**config.mk**
```make
export PLATFORM = sky130hd
export DESIGN_NAME = exc_entry_ctrl
export DESIGN_NICKNAME = d
export VERILOG_FILES = /design/src/rtl/exc_entry_pkg.sv /design/src/rtl/exc_entry_classify.sv /design/src/rtl/exc_entry_vector.sv /design/src/rtl/exc_entry_ctrl.sv
export SDC_FILE = /design/constraint.sdc
export NUM_CORES = 1
export LEC_CHECK = 0
export CAP_MARGIN = 20
export CELL_PAD_IN_SITES_DETAIL_PLACEMENT = 1
export CELL_PAD_IN_SITES_GLOBAL_PLACEMENT = 2
export CORE_MARGIN = 4
export CORE_UTILIZATION = 24
export DETAILED_ROUTE_END_ITERATION = 10
export HOLD_SLACK_MARGIN = 0.06
export PLACE_DENSITY_LB_ADDON = 0.1
export SYNTH_ARGS = -nofsm -noshare
export SYNTH_HDL_FRONTEND = slang
export SYNTH_SLANG_ARGS = --single-unit
```
**constraint.sdc**
```tcl
create_clock -name clk -period 4.83 [get_ports clk]
set_clock_uncertainty 0.2 [all_clocks]
set_input_delay 0.966 -clock clk [delete_from_list [all_inputs] [get_ports clk]]
set_output_delay 0.966 -clock clk [all_outputs]
set_load 0.005 [all_outputs]
```
**src/rtl/exc_entry_pkg.sv**
```systemverilog
package exc_entry_pkg;

  localparam int XW    = 32;
  localparam int DBG_W = 6;

  localparam int ST_CU0  = 28;
  localparam int ST_BEV  = 22;
  localparam int ST_ERL  = 2;
  localparam int ST_EXL  = 1;
  localparam int CA_BD   = 31;
  localparam int CA_IV   = 23;
  localparam int CA_CODE = 2;

  typedef enum logic [3:0] {
    K_RESET      = 4'd0,
    K_INTR       = 4'd1,
    K_GENERAL    = 4'd2,
    K_DBG_STEP   = 4'd3,
    K_DBG_SWBRK  = 4'd4,
    K_DBG_DLOAD  = 4'd5,
    K_DBG_DSTORE = 4'd6,
    K_DBG_IBRK   = 4'd7,
    K_DBG_INTR   = 4'd8
  } kind_e;

  typedef enum logic [1:0] {
    PATH_NORMAL = 2'd0,
    PATH_ERROR  = 2'd1,
    PATH_DEBUG  = 2'd2,
    PATH_BAD    = 2'd3
  } path_e;

  function automatic logic [XW-1:0] ret_addr(input logic [XW-1:0] pc,
                                             input logic in_slot,
                                             input logic no_adjust);
    return (in_slot && !no_adjust) ? pc - XW'(4) : pc;
  endfunction

  function automatic logic [XW-1:0] normal_vector(input logic [XW-1:0] boot_base,
                                                  input logic [XW-1:0] norm_base,
                                                  input logic [XW-1:0] gen_ofs,
                                                  input logic [XW-1:0] int_ofs,
                                                  input logic bev,
                                                  input logic use_int_ofs);
    return (bev ? boot_base : norm_base) + (use_int_ofs ? int_ofs : gen_ofs);
  endfunction

  function automatic logic [XW-1:0] cause_update(input logic [XW-1:0] cause,
                                                 input logic [4:0] code,
                                                 input logic in_slot);
    logic [XW-1:0] c;
    c = cause;
    c[CA_CODE +: 5] = code;
    c[CA_BD] = in_slot;
    return c;
  endfunction

endpackage

```
**src/rtl/exc_entry_classify.sv**
```systemverilog
module exc_entry_classify
  import exc_entry_pkg::*;
(
  input  logic [3:0]       kind_i,
  input  logic [4:0]       excode_i,
  input  logic             in_debug_i,
  output path_e            path_o,
  output logic             is_intr_o,
  output logic [4:0]       code_o,
  output logic [DBG_W-1:0] dbg_set_o,
  output logic             no_adjust_o
);

  logic [3:0] eff_kind;

  always_comb begin
    eff_kind = (kind_i == K_INTR && in_debug_i) ? K_DBG_INTR : kind_i;
    path_o      = PATH_BAD;
    is_intr_o   = 1'b0;
    code_o      = 5'd0;
    no_adjust_o = 1'b0;
    case (eff_kind)
      K_RESET:   path_o = PATH_ERROR;
      K_INTR:    begin path_o = PATH_NORMAL; is_intr_o = 1'b1; end
      K_GENERAL: begin path_o = PATH_NORMAL; code_o = excode_i; end
      K_DBG_STEP: begin path_o = PATH_DEBUG; no_adjust_o = 1'b1; end
      K_DBG_SWBRK, K_DBG_DLOAD, K_DBG_DSTORE, K_DBG_IBRK, K_DBG_INTR:
        path_o = PATH_DEBUG;
      default: path_o = PATH_BAD;
    endcase
  end

  for (genvar b = 0; b < DBG_W; b++) begin : g_dbg_bit
    assign dbg_set_o[b] = (eff_kind == 4'(int'(K_DBG_STEP) + b));
  end

endmodule

```
**src/rtl/exc_entry_vector.sv**
```systemverilog
module exc_entry_vector
  import exc_entry_pkg::*;
#(
  parameter logic [31:0] RESET_VEC = 32'hBFC0_0000,
  parameter logic [31:0] BOOT_BASE = 32'hBFC0_0200,
  parameter logic [31:0] NORM_BASE = 32'h8000_0000,
  parameter logic [31:0] GEN_OFS   = 32'h0000_0180,
  parameter logic [31:0] INT_OFS   = 32'h0000_0200,
  parameter logic [31:0] DEBUG_VEC = 32'hBFC0_0480
) (
  input  path_e          path_i,
  input  logic           is_intr_i,
  input  logic           bev_i,
  input  logic           iv_i,
  output logic [XW-1:0]  vector_o
);

  always_comb begin
    case (path_i)
      PATH_ERROR: vector_o = RESET_VEC;
      PATH_DEBUG: vector_o = DEBUG_VEC;
      PATH_NORMAL: vector_o = normal_vector(BOOT_BASE, NORM_BASE, GEN_OFS, INT_OFS,
                                            bev_i, is_intr_i && iv_i);
      default: vector_o = '0;
    endcase
  end

endmodule

```
**src/rtl/exc_entry_ctrl.sv**
```systemverilog
module exc_entry_ctrl
  import exc_entry_pkg::*;
#(
  parameter int TLB_ENTRIES = 16,
  parameter int RAND_W      = $clog2(TLB_ENTRIES)
) (
  input  logic              clk,
  input  logic              rst_n,
  input  logic              req_valid_i,
  input  logic [3:0]        req_kind_i,
  input  logic [4:0]        req_excode_i,
  input  logic [31:0]       req_pc_i,
  input  logic              req_in_slot_i,
  input  logic [31:0]       status_i,
  input  logic [31:0]       cause_i,
  input  logic [31:0]       debug_i,
  input  logic              in_debug_i,
  output logic              taken_o,
  output logic              err_o,
  output logic [31:0]       vector_o,
  output logic [31:0]       epc_o,
  output logic [31:0]       errorepc_o,
  output logic [31:0]       depc_o,
  output logic [31:0]       status_o,
  output logic [31:0]       cause_o,
  output logic [31:0]       debug_o,
  output logic              dm_o,
  output logic [RAND_W-1:0] random_o,
  output logic              watch_clr_o
);

  localparam logic [RAND_W-1:0] RAND_TOP = RAND_W'(TLB_ENTRIES - 1);
  localparam logic [31:0] RESET_STATUS = (32'd1 << ST_CU0) | (32'd1 << ST_BEV) |
                                         (32'd1 << ST_ERL);

  path_e            path_w;
  logic             is_intr_w;
  logic [4:0]       code_w;
  logic [DBG_W-1:0] dbg_set_w;
  logic             no_adjust_w;
  logic [31:0]      vec_w;
  logic [31:0]      ret_w;
  logic             take_w;
  logic             bad_w;

  exc_entry_classify u_classify (
    .kind_i      (req_kind_i),
    .excode_i    (req_excode_i),
    .in_debug_i  (in_debug_i),
    .path_o      (path_w),
    .is_intr_o   (is_intr_w),
    .code_o      (code_w),
    .dbg_set_o   (dbg_set_w),
    .no_adjust_o (no_adjust_w)
  );

  exc_entry_vector u_vector (
    .path_i    (path_w),
    .is_intr_i (is_intr_w),
    .bev_i     (status_i[ST_BEV]),
    .iv_i      (cause_i[CA_IV]),
    .vector_o  (vec_w)
  );

  assign ret_w  = ret_addr(req_pc_i, req_in_slot_i, no_adjust_w);
  assign take_w = req_valid_i && (path_w != PATH_BAD);
  assign bad_w  = req_valid_i && (path_w == PATH_BAD);

  always_ff @(posedge clk) begin
    if (!rst_n) begin
      taken_o     <= 1'b0;
      err_o       <= 1'b0;
      vector_o    <= '0;
      epc_o       <= '0;
      errorepc_o  <= '0;
      depc_o      <= '0;
      status_o    <= '0;
      cause_o     <= '0;
      debug_o     <= '0;
      dm_o        <= 1'b0;
      random_o    <= '0;
      watch_clr_o <= 1'b0;
    end else begin
      taken_o     <= take_w;
      err_o       <= bad_w;
      watch_clr_o <= 1'b0;
      if (take_w) begin
        vector_o <= vec_w;
        case (path_w)
          PATH_NORMAL: begin
            epc_o    <= ret_w;
            cause_o  <= cause_update(cause_i, code_w, req_in_slot_i);
            status_o <= status_i | (32'd1 << ST_EXL);
            debug_o  <= debug_i;
            dm_o     <= in_debug_i;
          end
          PATH_ERROR: begin
            errorepc_o  <= ret_w;
            status_o    <= RESET_STATUS;
            cause_o     <= cause_i;
            debug_o     <= debug_i;
            dm_o        <= 1'b0;
            random_o    <= RAND_TOP;
            watch_clr_o <= 1'b1;
          end
          default: begin
            depc_o   <= ret_w;
            status_o <= status_i;
            cause_o  <= cause_i;
            debug_o  <= debug_i | 32'(dbg_set_w);
            dm_o     <= 1'b1;
          end
        endcase
      end
    end
  end

endmodule

```
==> metrics.csv, run 1 <==
stage,metric,value,unit
die,Core Rows,65,
final_layout,NumNets Final,1353,
placed_design,placed cells,1616,
critical_path,Slowest Stage Delay on Critical Path,0.77,ns
pwr,cell leakage power,4.412,nW
global_routing,largest net degree at the start of global routing,84,
critical_path,slowest CP cell,nor4b_2,
final_layout,Final Non-Filler Cells,1661,
synth,Mapped Avg Cell Area,8.775,um^2
clock_network,cts repair resizes,0,
critical_path,cell family with most CP delay,simple AND/OR/NAND/NOR gates,
placed_design,post-DP HPWL,22.42,mm
die,core area,0.03180,mm^2
drt,first drt pass iteration count,4,
die,Ports,374,
synth,Post-Syn Area,0.007801,mm^2
drt,Vias,7484,
drt,WL final,31.10,mm
run_status,status,"complete, no violations",
synth,ys async rst share,0,
synth,commonest cells in the synthesized netlist,"dfxtp_1 (203), nand2_1 (132), a21oi_1 (131), o21ai_0 (72), nor2_1 (61)",
critical_path,crit start category,primary input,
pwr,Max VDD drop,253.9,uV
sta,Fin. Hold Viols,0,
final_layout,final core utilization,0.3919,
synth,Syn. warnings,0,
final_layout,ANT cells,0,
clock_network,# Post-CTS Setup Buffers,0,
clock_network,maximum root-to-sink buffer count,3,
global_routing,gr ovfl total,0,
drt,drt drc,0,
critical_path,worst path buffer plus inverter count,1,
hold_path,Hold WC Path Type,flop to flop,
sta,TNS Setup,0,ns
synth,Yosys cell types,49,
clock_network,clk root buf,clkbuf_16,
placed_design,GPL Wtd Cong,0.7395,
clock_network,CTS tree,yes,
placed_design,Port-buffer cells,354,
die,die area,0.03545,mm^2
die,die height,188.3,um
clock_network,Hold Buf Count CTS,0,
synth,Seq cells post-synth,203,
pwr,PwrDens,338.3,mW/mm^2
critical_path,CP Data Required Time,4.97,ns
synth,largest area contributor in the netlist,dfxtp_1,
sta,Slew Limit Fails,0,
synth,share of the yosys chip area belonging to registers,0.5209,
sta,crit path time final,3.436,ns
critical_path,Critical Path End Type,flop,
synth,post-synth top area share,0.5209,
synth,Post-synth EDFFs,0,
sta,final setup vio count,0,
sta,Worst-Margin Slew,1.060,ns
sta,crit share post-route,0.7114,
sta,RSZ-0062 raised after global routing,no,
clock_network,number of buffers created by CTS,26,
clock_network,H-tree Lvls,1,
global_routing,initial antenna violation count,0,
sta,Slew HR,0.2935,
die,Initial Util,0.2453,
sta,Max Freq,0.2910,GHz
synth,Post-Syn Instances,889,
die,chip width,188.3,um
clock_network,clock-pin slew on the worst setup and hold paths,0.06,ns
global_routing,All-Layer GR Usage,0.1649,
critical_path,critical path type,primary input to flop,
drt,Iter 0 DRT Violations,286,
clock_network,Sink Count,203,
job,Max-Cap Viols,0,
final_layout,Syn-to-layout area delta,59.74,%
global_routing,first-pass GRT wire length,47.04,mm
synth,Synth Flop Type,dfxtp_1,
critical_path,CP Data Arrival Time,3.58,ns
synth,most instantiated library cell after synthesis,dfxtp_1,
synth,"top cells by area, synth","dfxtp_1 (52%), a21oi_1 (8.4%), nand2_1 (6.4%), o21ai_0 (4.6%), a22o_1 (3.0%)",
global_routing,vias in the first global route,7567,
drt,Via density,4.506,
clock_network,Clock Latency Late Sink,0.52,ns
drt,Routed wire per std cell,18.72,um
critical_path,"Max FO, Critical Path",9,
sta,worst slack on hold paths,0.2519,ns
final_layout,layout cell share with drive strength beyond 1,0.06199,
critical_path,crit-path cells,clkdlybuf4s50_1 -> or4_1 -> nor4b_2 -> nand3_1 -> o41ai_2 -> a31oi_1,
drt,post-route ant nets,0,
-- metrics by stage --
stage | worst slack [ns] | total power [W] | area (um^2)
detailed placement | 0.8748 | 0.002415 | 11650
global route | 1.127 | 0.004430 | 12460
finish | 1.394 | 0.004216 | 12460
floorplan | 1.864 | 0.002043 | 7869
global placement | 0.8454 | 0.002411 | 11650
CTS | 1.424 | 0.004309 | 12460
-- layer usage --
layer  track usage  vias to the layer above  part of all wire
met5             0                        -                 0
met4       0.03223                        0             0.019
met3       0.05613                       35             0.080
met2        0.2771                      225              0.47
met1        0.2076                     3529              0.43
li1              -                     3695                 -
-- area by class of cell --
class / instances / area [um^2]
fillers: 3653 / 19340
flip-flops and latches: 203 / 4064
repair buffers: 372 / 3699
multi-input cells: 602 / 3323
clock buffers: 44 / 809.5
well taps: 435 / 544.3
inverters: 4 / 17.52
clock inverters: 1 / 5.005
-- path summary, 6_finish.rpt --
kind                      from            to  slack, ns  depth (start not counted)
hold reg to reg    cause_o[13]   cause_o[13]       0.25                          2
setup reg to reg  vector_o[29]  vector_o[29]       3.79                          1
hold / removal     cause_o[13]   cause_o[13]       0.25                          2
setup / recovery  req_pc_i[10]    depc_o[25]       1.39                          6
-- sequential cells by signal, indices dropped and copies added, names as in the netlist, 6 cells and up --
signal,count
epc_o,32
vector_o,6
errorepc_o,32
debug_o,32
status_o,32
depc_o,32
cause_o,32
-- cells in the final DEF, fill, tap and decap left out, drive strengths merged, types with 2 or more instances in the layout --
| master | n |
|---|---|
| clkdlybuf4s50 | 353 |
| a31oi | 5 |
| nand3b | 7 |
| nand2b | 2 |
| a221oi | 2 |
| nand2 | 132 |
| or3b | 2 |
| nor4 | 7 |
| nor4bb | 2 |
| and2 | 3 |
| o31a | 2 |
| nor2 | 61 |
| xor2 | 14 |
| nor3 | 24 |
| nor2b | 3 |
| nand4 | 8 |
| conb | 19 |
| dfxtp | 203 |
| nand3 | 5 |
| o21ai | 72 |
| nor4b | 5 |
| ha | 2 |
| or3 | 5 |
| clkbuf | 44 |
| buf | 19 |
| a211oi | 27 |
| xnor2 | 13 |
| or4 | 6 |
| a22o | 27 |
| nand4b | 3 |
| inv | 4 |
| mux2i | 5 |
| a21oi | 131 |
-- power by group --
group	internal [W]	switching, W
logic	0.000319	0.000251
registers	0.00176	0.0000418
clock network	0.00112	0.000723
-- kinds of logic after synthesis --
group	after synthesis	share of synthesized area
flip-flops	203	0.5209
multiplexers	5	0.006416
adder cells (fa/ha/maj)	2	0.003207
other	1	0.0004807
buffers and inverters	102	0.06544
XOR/XNOR	27	0.03031
AO/OA/AOI/OAI	273	0.2035
AND/OR/NAND/NOR	276	0.1697
(Power assumes the default switching activity.)
==> run 2, diff against run 1 <==
- CORE_UTILIZATION: 24 -> 22
- clock period: 4.83 -> 3.4 ns (I/O delays scaled with it)
==> run 2 against run 1 <==
Effect of this change:
- largest power group unchanged
- largest cell class unchanged
- non-clock buffer count rose by 26
- setup slack worse by 0.76 ns
- register-to-register slack got worse by 1.4 ns
- via count grew 1.1%
- critical path depth stayed put
- critical endpoint is now epc_o[31]
- final cell count up 2.9%
- hold slack about the same
- sequential cell count did not move
- global-route usage decreased by 0.69 points
- sequential share of layout area is 0.83 points lower
- power up 47%
==> metrics.csv, run 2 (synthesis gave the netlist of run 1 again) <==
stage,metric,value,unit,change
placed_design,placed cell area,0.01189,mm^2,+2.1%
drt,post-route ant nets,0,,unchanged
clock_network,clk root buf,clkbuf_16,,
global_routing,initial antenna violation count,0,,unchanged
sta,TNS Setup,0,ns,unchanged
final_layout,Reg area,0.004064,mm^2,unchanged
drt,Via density,4.425,,-1.8%
critical_path,critical path type,primary input to flop,,
sta,RSZ-0062 raised after global routing,no,,
final_layout,design area,0.01279,mm^2,+2.6%
placed_design,Port-buffer cells,354,,unchanged
global_routing,All-Layer GR Usage,0.1580,,-0.006923
critical_path,Critical Path End Type,flop,,
sta,Slew HR,0.5443,,+0.2508
global_routing,first-pass GRT wire length,48.37,mm,+2.8%
hold_path,Hold WC Path Type,flop to flop,,
placed_design,placed cells,1662,,+2.8%
drt,drt drc,0,,unchanged
pwr,PwrDens,485.6,mW/mm^2,+44%
drt,DR WL met3,2.511,mm,+0.52%
die,Initial Util,0.2242,,-0.02114
clock_network,Sink Count,203,,unchanged
drt,Iter 0 DRT Violations,265,,-7.3%
global_routing,vias in the first global route,7642,,+0.99%
clock_network,number of buffers created by CTS,26,,unchanged
final_layout,NumNets Final,1379,,+1.9%
critical_path,CP Data Arrival Time,2.95,ns,-0.63 ns
critical_path,crit start category,primary input,,
clock_network,H-tree Lvls,1,,unchanged
job,Max-Cap Viols,0,,unchanged
hold_path,WHS Path Cells,2,,unchanged
final_layout,multi-input logic area,0.003317,mm^2,-0.19%
clock_network,Clock Latency Late Sink,0.51,ns,about the same
clock_network,clock-pin slew on the worst setup and hold paths,0.06,ns,about the same
global_routing,largest net degree at the start of global routing,70,,-17%
critical_path,worst-case reg-to-reg path depth,1,,unchanged
clock_network,Hold Buf Count CTS,0,,unchanged
final_layout,layout cell share with drive strength beyond 1,0.08692,,+0.02493
critical_path,"Max FO, Critical Path",9,,unchanged
clock_network,maximum root-to-sink buffer count,3,,unchanged
clock_network,cts repair resizes,0,,unchanged
drt,Routed wire per std cell,18.70,um,-0.11%
sta,final setup vio count,0,,unchanged
final_layout,ANT cells,0,,unchanged
placed_design,GPL Wtd Cong,0.7241,,-2.1%
final_layout,final core utilization,0.3674,,-0.02446
placed_design,post-DP HPWL,23.45,mm,+4.6%
die,chip width,196.3,um,+4.3%
critical_path,Worst R2R Setup Slack,2.36,ns,-1.43 ns
die,die area,0.03854,mm^2,+8.7%
global_routing,gr ovfl total,0,,unchanged
drt,Top Metal Used,met4,,
final_layout,Final Non-Filler Cells,1709,,+2.9%
run_status,status,"complete, no violations",,
die,die height,196.3,um,+4.3%
final_layout,"leading cell types in the layout, fill and taps excluded","clkdlybuf4s50_1 (353), dfxtp_1 (203), nand2_1 (131), a21oi_1 (131), o21ai_0 (72)",,
drt,first drt pass iteration count,4,,unchanged
die,Ports,374,,unchanged
sta,Fin. Hold Viols,0,,unchanged
clock_network,CTS tree,yes,,
pwr,Max VDD drop,321.6,uV,+27%
sta,Slew Limit Fails,0,,unchanged
sta,Max Freq,0.3620,GHz,
drt,WL final,31.96,mm,+2.8%
drt,met1 WL,13.89,mm,+3.4%
final_layout,Syn-to-layout area delta,63.90,%,
final_layout,fillers,3966,,+8.6%
critical_path,CP Data Required Time,3.59,ns,-1.38 ns
sta,crit share post-route,0.8125,,
die,core area,0.03480,mm^2,+9.4%
final_layout,"most common cell after layout, fill and taps aside",clkdlybuf4s50_1,,
sta,Worst-Margin Slew,0.6836,ns,-0.3762 ns
sta,crit path time final,2.763,ns,
drt,routed wl met2,14.86,mm,+2.0%
die,Core Rows,68,,+4.6%
drt,Vias,7563,,+1.1%
clock_network,# Post-CTS Setup Buffers,0,,unchanged
pwr,cell leakage power,4.593,nW,+4.1%
pwr,"Power, Total",0.006208,W,+47%
## run 2: stage by stage
| stage | setup WS, ns | hold slack, ns |
|---|---|---|
| after global routing | 0.5862 | 0.2719 |
| after floorplan | 0.7201 | 0.2483 |
| after global placement | 0.1366 | 0.2422 |
| after CTS | 0.6592 | 0.2558 |
| final | 0.6374 | 0.2515 |
| after detailed placement | 0.1004 | 0.2480 |
## run 2: layout make-up
class / count / area share
multi-input combinational: 602 / 0.2594
timing repair buffer: 398 / 0.3065
inverter: 4 / 0.001370
clock buffer: 44 / 0.06723
clock inverter: 3 / 0.003131
tap: 455 / 0.04452
sequential: 203 / 0.3178
## run 2: report_power, final
group	internal, W	switching (W)	leakage, nW
Sequential	0.00250	0.0000609	1.66
Combinational	0.000472	0.000361	2.49
Clock	0.00178	0.00104	0.447
## run 2: worst paths after layout
path                start            to
max reg2reg  vector_o[29]  vector_o[29]
min reg2reg   debug_o[14]   debug_o[14]
max           req_pc_i[6]     epc_o[31]
min           debug_o[14]   debug_o[14]
## run 2: metal layers
layer,track usage,vias to the layer above
met2,0.2601,225
met4,0.04034,0
li1,-,3742
met1,0.2009,3556
met5,0,-
met3,0.05118,40
## run 2: critical path, stage by stage
cell             delay, ns
clkdlybuf4s50_1       0.47
or4_4                 0.60
or4_4                 0.62
nor4b_4               0.26
xnor2_1               0.20
a21oi_1               0.11
